$ cat src/rtl/asn_pkg.sv
package asn_pkg;

  // register addresses on the write and read ports
  typedef enum logic [1:0] {
    SEL_ACC  = 2'd0,
    SEL_CTL  = 2'd1,
    SEL_STAT = 2'd2,
    SEL_NONE = 2'd3
  } reg_sel_e;

  // status byte layout
  localparam int ST_BUSY  = 7;
  localparam int ST_OVF   = 6;
  localparam int ST_CARRY = 5;
  localparam logic [3:0] ST_ONES = 4'hF;

endpackage

$ cat src/rtl/asn_shifter.sv
// One-position shifter: moves the word one place and reports the bit that leaves.
module asn_shifter #(
  parameter int W = 32
) (
  input  logic [W-1:0] din,
  input  logic         to_right,
  input  logic         fill,
  output logic [W-1:0] dout,
  output logic         spill
);

  always_comb begin
    if (to_right) begin
      dout  = {fill, din[W-1:1]};
      spill = din[0];
    end else begin
      dout  = {din[W-2:0], fill};
      spill = din[W-1];
    end
  end

endmodule

$ cat src/rtl/asn_engine.sv
// Accumulator, carry and operation sequencer.
module asn_engine #(
  parameter int W  = 32,
  parameter int CW = $clog2(W)
) (
  input  logic          clk,
  input  logic          rst,
  input  logic          start,
  input  logic [W-1:0]  ld_data,
  input  logic [CW-1:0] cnt_in,
  input  logic          dir_right,
  input  logic          carry_en,
  input  logic          abort,
  input  logic          carry_wr,
  input  logic          carry_wd,
  output logic [W-1:0]  acc_q,
  output logic          carry_q,
  output logic          busy_q,
  output logic          wb_valid,
  output logic [CW-1:0] wb_cnt
);

  localparam logic [CW-1:0] MAX_POS = CW'(W - 1);
  localparam logic [CW-1:0] ONE     = CW'(1);

  logic          norm_q;
  logic [CW-1:0] remain_q;
  logic [CW-1:0] done_q;
  logic [W-1:0]  stepped;
  logic          spill;
  logic          norm_stop;

  asn_shifter #(.W(W)) u_shift (
    .din      (acc_q),
    .to_right (dir_right & ~norm_q),
    .fill     (~norm_q & carry_en & carry_q),
    .dout     (stepped),
    .spill    (spill)
  );

  assign norm_stop = acc_q[W-1] | (done_q == MAX_POS);
  assign wb_valid  = busy_q & norm_q & norm_stop;
  assign wb_cnt    = done_q;

  always_ff @(posedge clk) begin
    if (rst) begin
      acc_q    <= '0;
      carry_q  <= 1'b0;
      busy_q   <= 1'b0;
      norm_q   <= 1'b0;
      remain_q <= '0;
      done_q   <= '0;
    end else begin
      if (abort) begin
        busy_q <= 1'b0;
      end else if (start) begin
        acc_q    <= ld_data;
        busy_q   <= 1'b1;
        norm_q   <= (cnt_in == '0);
        remain_q <= cnt_in;
        done_q   <= '0;
      end else if (busy_q) begin
        if (norm_q) begin
          if (norm_stop) begin
            busy_q <= 1'b0;
          end else begin
            acc_q  <= stepped;
            done_q <= done_q + ONE;
          end
        end else begin
          acc_q    <= stepped;
          remain_q <= remain_q - ONE;
          if (remain_q == ONE) busy_q <= 1'b0;
          if (carry_en) carry_q <= spill;
        end
      end
      // a software write of the carry takes priority over a shift
      if (carry_wr) carry_q <= carry_wd;
    end
  end

endmodule

$ cat src/rtl/asn_csr.sv
// Control fields and overflow flag.
module asn_csr #(
  parameter int CW = 5
) (
  input  logic          clk,
  input  logic          rst,
  input  logic          ctl_wr,
  input  logic [CW-1:0] ctl_cnt,
  input  logic          ctl_dir,
  input  logic          ctl_ce,
  input  logic          wb_valid,
  input  logic [CW-1:0] wb_cnt,
  input  logic          init,
  input  logic          ovf_set,
  output logic [CW-1:0] cnt_q,
  output logic          dir_q,
  output logic          ce_q,
  output logic          ovf_q
);

  always_ff @(posedge clk) begin
    if (rst) begin
      cnt_q <= '0;
      dir_q <= 1'b0;
      ce_q  <= 1'b0;
      ovf_q <= 1'b0;
    end else begin
      if (init) begin
        cnt_q <= '0;
      end else if (wb_valid) begin
        cnt_q <= wb_cnt;
      end else if (ctl_wr) begin
        cnt_q <= ctl_cnt;
      end
      if (ctl_wr) begin
        dir_q <= ctl_dir;
        ce_q  <= ctl_ce;
      end
      if (init) begin
        ovf_q <= 1'b0;
      end else if (ovf_set) begin
        ovf_q <= 1'b1;
      end
    end
  end

endmodule

$ cat src/rtl/asn_unit.sv
module asn_unit #(
  parameter int W = 32
) (
  input  logic         clk,
  input  logic         rst,
  input  logic         wr_en,
  input  logic [1:0]   wr_addr,
  input  logic [W-1:0] wr_data,
  input  logic [1:0]   rd_addr,
  output logic [W-1:0] rd_data,
  input  logic         ovf_set,
  output logic         busy
);
  import asn_pkg::*;

  localparam int CW = $clog2(W);

  logic [W-1:0]  acc_q;
  logic          carry_q;
  logic          busy_q;
  logic          wb_valid;
  logic [CW-1:0] wb_cnt;
  logic [CW-1:0] cnt_q;
  logic          dir_q;
  logic          ce_q;
  logic          ovf_q;
  logic          acc_wr;
  logic          ctl_wr;
  logic          st_wr;
  logic          abort;
  logic [7:0]    status;
  logic [W-1:0]  rd_next;

  assign acc_wr = wr_en & (reg_sel_e'(wr_addr) == SEL_ACC) & ~busy_q;
  assign ctl_wr = wr_en & (reg_sel_e'(wr_addr) == SEL_CTL) & ~busy_q;
  assign st_wr  = wr_en & (reg_sel_e'(wr_addr) == SEL_STAT);
  assign abort  = st_wr & ~wr_data[ST_BUSY] & busy_q;

  asn_engine #(.W(W), .CW(CW)) u_engine (
    .clk       (clk),
    .rst       (rst),
    .start     (acc_wr),
    .ld_data   (wr_data),
    .cnt_in    (cnt_q),
    .dir_right (dir_q),
    .carry_en  (ce_q),
    .abort     (abort),
    .carry_wr  (st_wr),
    .carry_wd  (wr_data[ST_CARRY]),
    .acc_q     (acc_q),
    .carry_q   (carry_q),
    .busy_q    (busy_q),
    .wb_valid  (wb_valid),
    .wb_cnt    (wb_cnt)
  );

  asn_csr #(.CW(CW)) u_csr (
    .clk      (clk),
    .rst      (rst),
    .ctl_wr   (ctl_wr),
    .ctl_cnt  (wr_data[CW-1:0]),
    .ctl_dir  (wr_data[CW]),
    .ctl_ce   (wr_data[CW+1]),
    .wb_valid (wb_valid),
    .wb_cnt   (wb_cnt),
    .init     (abort),
    .ovf_set  (ovf_set),
    .cnt_q    (cnt_q),
    .dir_q    (dir_q),
    .ce_q     (ce_q),
    .ovf_q    (ovf_q)
  );

  assign status = {busy_q, ovf_q, carry_q, 1'b0, ST_ONES};

  always_comb begin
    case (reg_sel_e'(rd_addr))
      SEL_ACC:  rd_next = acc_q;
      SEL_CTL:  rd_next = W'({ce_q, dir_q, cnt_q});
      SEL_STAT: rd_next = W'(status);
      default:  rd_next = '0;
    endcase
  end

  always_ff @(posedge clk) begin
    if (rst) rd_data <= '0;
    else     rd_data <= rd_next;
  end

  assign busy = busy_q;

endmodule

$ cat config.mk
export PLATFORM = sky130hd
export DESIGN_NAME = asn_unit
export DESIGN_NICKNAME = d
export VERILOG_FILES = /design/src/rtl/asn_pkg.sv /design/src/rtl/asn_shifter.sv /design/src/rtl/asn_engine.sv /design/src/rtl/asn_csr.sv /design/src/rtl/asn_unit.sv
export SDC_FILE = /design/constraint.sdc
export NUM_CORES = 1
export LEC_CHECK = 0
export BUFFER_PORTS_ARGS = -buffer_cell sky130_fd_sc_hd__buf_2
export CAP_MARGIN = 20
export CORE_ASPECT_RATIO = 1.25
export CORE_MARGIN = 5
export CORE_UTILIZATION = 45
export DETAILED_ROUTE_END_ITERATION = 10
export GPL_TIMING_DRIVEN = 0
export PLACE_DENSITY = 0.67
export SLEW_MARGIN = 30
export SYNTH_ARGS = -nofsm -noshare
export SYNTH_HDL_FRONTEND = slang
export SYNTH_SLANG_ARGS = --single-unit
$ cat constraint.sdc
create_clock -name clk -period 2.66 [get_ports clk]
set_clock_uncertainty 0.15 [all_clocks]
set_input_delay 0.399 -clock clk [delete_from_list [all_inputs] [get_ports clk]]
set_output_delay 0.399 -clock clk [all_outputs]
set_load 0.05 [all_outputs]
==> summary.txt <==
Clock network
  – H-tree Lvls: 3
  – # Post-CTS Setup Buffers: 0
  – CTS max path bufs: 2
  – Num CTS Buffers: 9
  – Root Buffer: clkbuf_8
  – Clk_lat worst skew: 340 ps
  – CTS resizes: 0
  – Clk sinks: 85
  – Clock-pin slew of the registers on the worst-case setup and hold paths: 90 ps
  – # hold bufs at CTS: 0
  – CTS tree: done

Layout
  – Commonest non-fill, non-tap cells in the layout: dfxtp_1, buf_2, mux2i_1
  – Commonest non-fill, non-tap cell in the layout: dfxtp_1
  – Post-route cell area: 0.00445 mm2
  – Share of layout cells above drive strength 1: 21.9%
  – ANT cells: 0
  – Final-stage net count: 529
  – Area grow syn2layout: 18.6%
  – Finished Layout Cells: 586

Die
  – Rows: 37
  – Die Y-Extent: 112 um
  – CORE AREA: 0.00819 mm2
  – Die ar.: 0.0103 mm2
  – Initial Utilization: 45.8%
  – I/O pin cnt: 73
  – Die X: 91.7 um

Setup path
  – Startpoint types: flop
  – Worst path max stage delay: 410 ps
  – Worst EP arrival: 2520 ps
  – R2R Path End: u_engine.acc_q[16]$_SDFFE_PP0P_
  – Cell Chain, Critical Path: ha_1 > and3_1 > ha_1 > o21ai_0 > a21o_2 > a21oi_1 > buf_2 > a22o_1
  – CP Depth: 8
  – Crit. Startpoint: u_engine.wb_cnt[0]$_SDFFE_PP0P_
  – Worst Path Buf+Inv: 1
  – Reg2Reg Setup Slack: 280 ps
  – R2R Path Start: u_engine.wb_cnt[0]$_SDFFE_PP0P_
  – Critical Path RT: 2790 ps
  – WS Path Type: reg2reg
  – Cell family with most CP delay: compound AO/OA/AOI/OAI gates
  – Worst path slowest cell: dfxtp_1
  – Most used cell, CP: ha_1
  – End point of the critical path: u_engine.acc_q[16]$_SDFFE_PP0P_
  – Worst-path fanout max: 10
  – Critical path endpoint category: flop
  – Cell count of the worst reg-to-reg path: 8

Placed design
  – HPWL Detailed: 6780 um
  – Gpl congestion: 0.843
  – Area after DPL: 0.00423 mm2
  – Number of port buffers: 71
  – Placed cells: 571

STA
  – Setup TNS: 0 ps
  – Unrepaired setup endpoints after global routing: false
  – Final min period: 2380 ps
  – Final setup viols: 0
  – Slew of the pin with the lowest slew margin: 795 ps
  – Max-slew violation count: 0
  – Hold_ws: 107 ps
  – Crit share post-route: 89.6%
  – Final hold viol count: 0
  – Slew HR: 46.7%
  – Fmax: 420 MHz

Status
  – Status: finished clean

Synth
  – Number of synthesized register bits: 85
  – Async set or reset register ratio after synthesis: 0%
  – Syn Inst Count: 403
  – Top_reg_cell synth: dfxtp_1
  – Post-synthesis net count: 447
  – Avg Inst Size Synth: 9.31 um2
  – Synth unique cells: 41
  – Synth Warn #: 0
  – EDFF count, synth: 0
  – Post-Syn Area: 0.00375 mm2
  – Seq/Total Area, Yosys: 45.3%

GRT
  – GRT Util Overall: 17.4%
  – First-pass GRT wire length: 14800 um
  – Vias in the first global route: 3149
  – Largest net degree at the start of global routing: 15
  – Total grt overflow: 0
  – Initial antenna violation count: 0

Routing
  – First-pass DRT Iterations: 4
  – DR DRC count: 0
  – Routed len/inst: 15.5 um
  – Vias after detailed routing: 3194
  – Vias/cell: 5.45
  – Post-DRT Antenna Nets: 0
  – Final wirelength: 9070 um
  – 1st-iter DRT viols: 119

Pwr
  – Power Density: 588 mW/mm2
  – Leak: 1.81 nW
  – Maximum vdd ir drop: 0.000292 V
  – Post-route total power: 0.00262 W

Worst hold path
  – Hold Crit Class: in2reg

Run
  – Max Cap Viol: 0
[cell type report]
type,count,area [um2]
repair buffers,71,355
clock inverters,5,83.8
multi-input cells,287,1910
well taps,97,121
plain buffers,28,131
clock buffers,10,138
flip-flops and latches,85,1700
inverters,3,11.3
fillers,776,3740
[flip-flops by register name, summed over array words and instances (netlist names)]
name and count:
u_csr.ovf_q 1, u_csr.dir_q 1, u_engine.carry_q 1, u_csr.cnt_q 5, u_engine.busy_q 1, u_engine.remain_q 5
u_engine.norm_q 1, u_csr.ce_q 1, u_engine.wb_cnt 5, rd_data 32, u_engine.acc_q 32
[routing by layer]
metal	global-route usage (%)	wire length [um]	part of all wire [%]
met3	2.68	391	4.3
met1	21.1	3920	43
met2	30.9	4560	50
met5	0	0	0
met4	6.64	197	2.2
[tightest hold or removal path, cell delays in order]
cell,delay (ps)
buf_2,80
nor2_1,30
nor2_1,60
[worst min path at each step]
stage / start / endpoint / cells after the start
finish: ovf_set / u_csr.ovf_q$_SDFFE_PP0P_ / 3
global placement: u_csr.ovf_q$_SDFFE_PP0P_ / u_csr.ovf_q$_SDFFE_PP0P_ / 2
detailed placement: u_csr.ovf_q$_SDFFE_PP0P_ / u_csr.ovf_q$_SDFFE_PP0P_ / 2
CTS: ovf_set / u_csr.ovf_q$_SDFFE_PP0P_ / 3
global route: ovf_set / u_csr.ovf_q$_SDFFE_PP0P_ / 3
floorplan: u_csr.ovf_q$_SDFFE_PP0P_ / u_csr.ovf_q$_SDFFE_PP0P_ / 2
[cells by family (layout without fill, tap and decap cells)]
logic type	Yosys count	after routing	synth area share, %
fa+ha+maj	4	4	1.33
buf+inv	31	117	3.80
simple gates	130	130	17.9
mux	47	47	12.6
compound gates	104	104	18.5
flops	85	85	45.3
xor+xnor	2	2	0.467
[power by group]
group          internal [W]  switching [W]  leakage [nW]
logic              0.000107       0.000166          1.02
clock network      0.000553       0.000467         0.105
registers           0.00130      0.0000236         0.688
total               0.00196       0.000656          1.81
[cell usage after synthesis (all sizes together) (2+ instances only)]
library cell	count	area (um2)
nand3	3	15.0
nand4bb	2	22.5
buf	13	75.1
nor2	35	131
nor3	9	50.1
and2	27	169
inv	3	11.3
and3	2	12.5
a211oi	7	52.6
nor3b	2	26.3
o211ai	2	15.0
mux2i	46	460
nand3b	2	15.0
clkbuf	15	56.3
a22o	31	272
nor2b	4	25.0
a21o	5	38.8
a21oi	19	98.9
o21ai	35	175
xnor2	2	17.5
dfxtp	85	1700
nand2	38	143
ha	4	50.1
[metrics by stage]
step	utilization [%]	setup slack, ps
floorplan	-	643
global placement	51.6	313
detailed placement	51.6	316
CTS	54.3	299
global route	54.3	90.9
finish	54.3	277
Power figures use the tool's default switching activity.
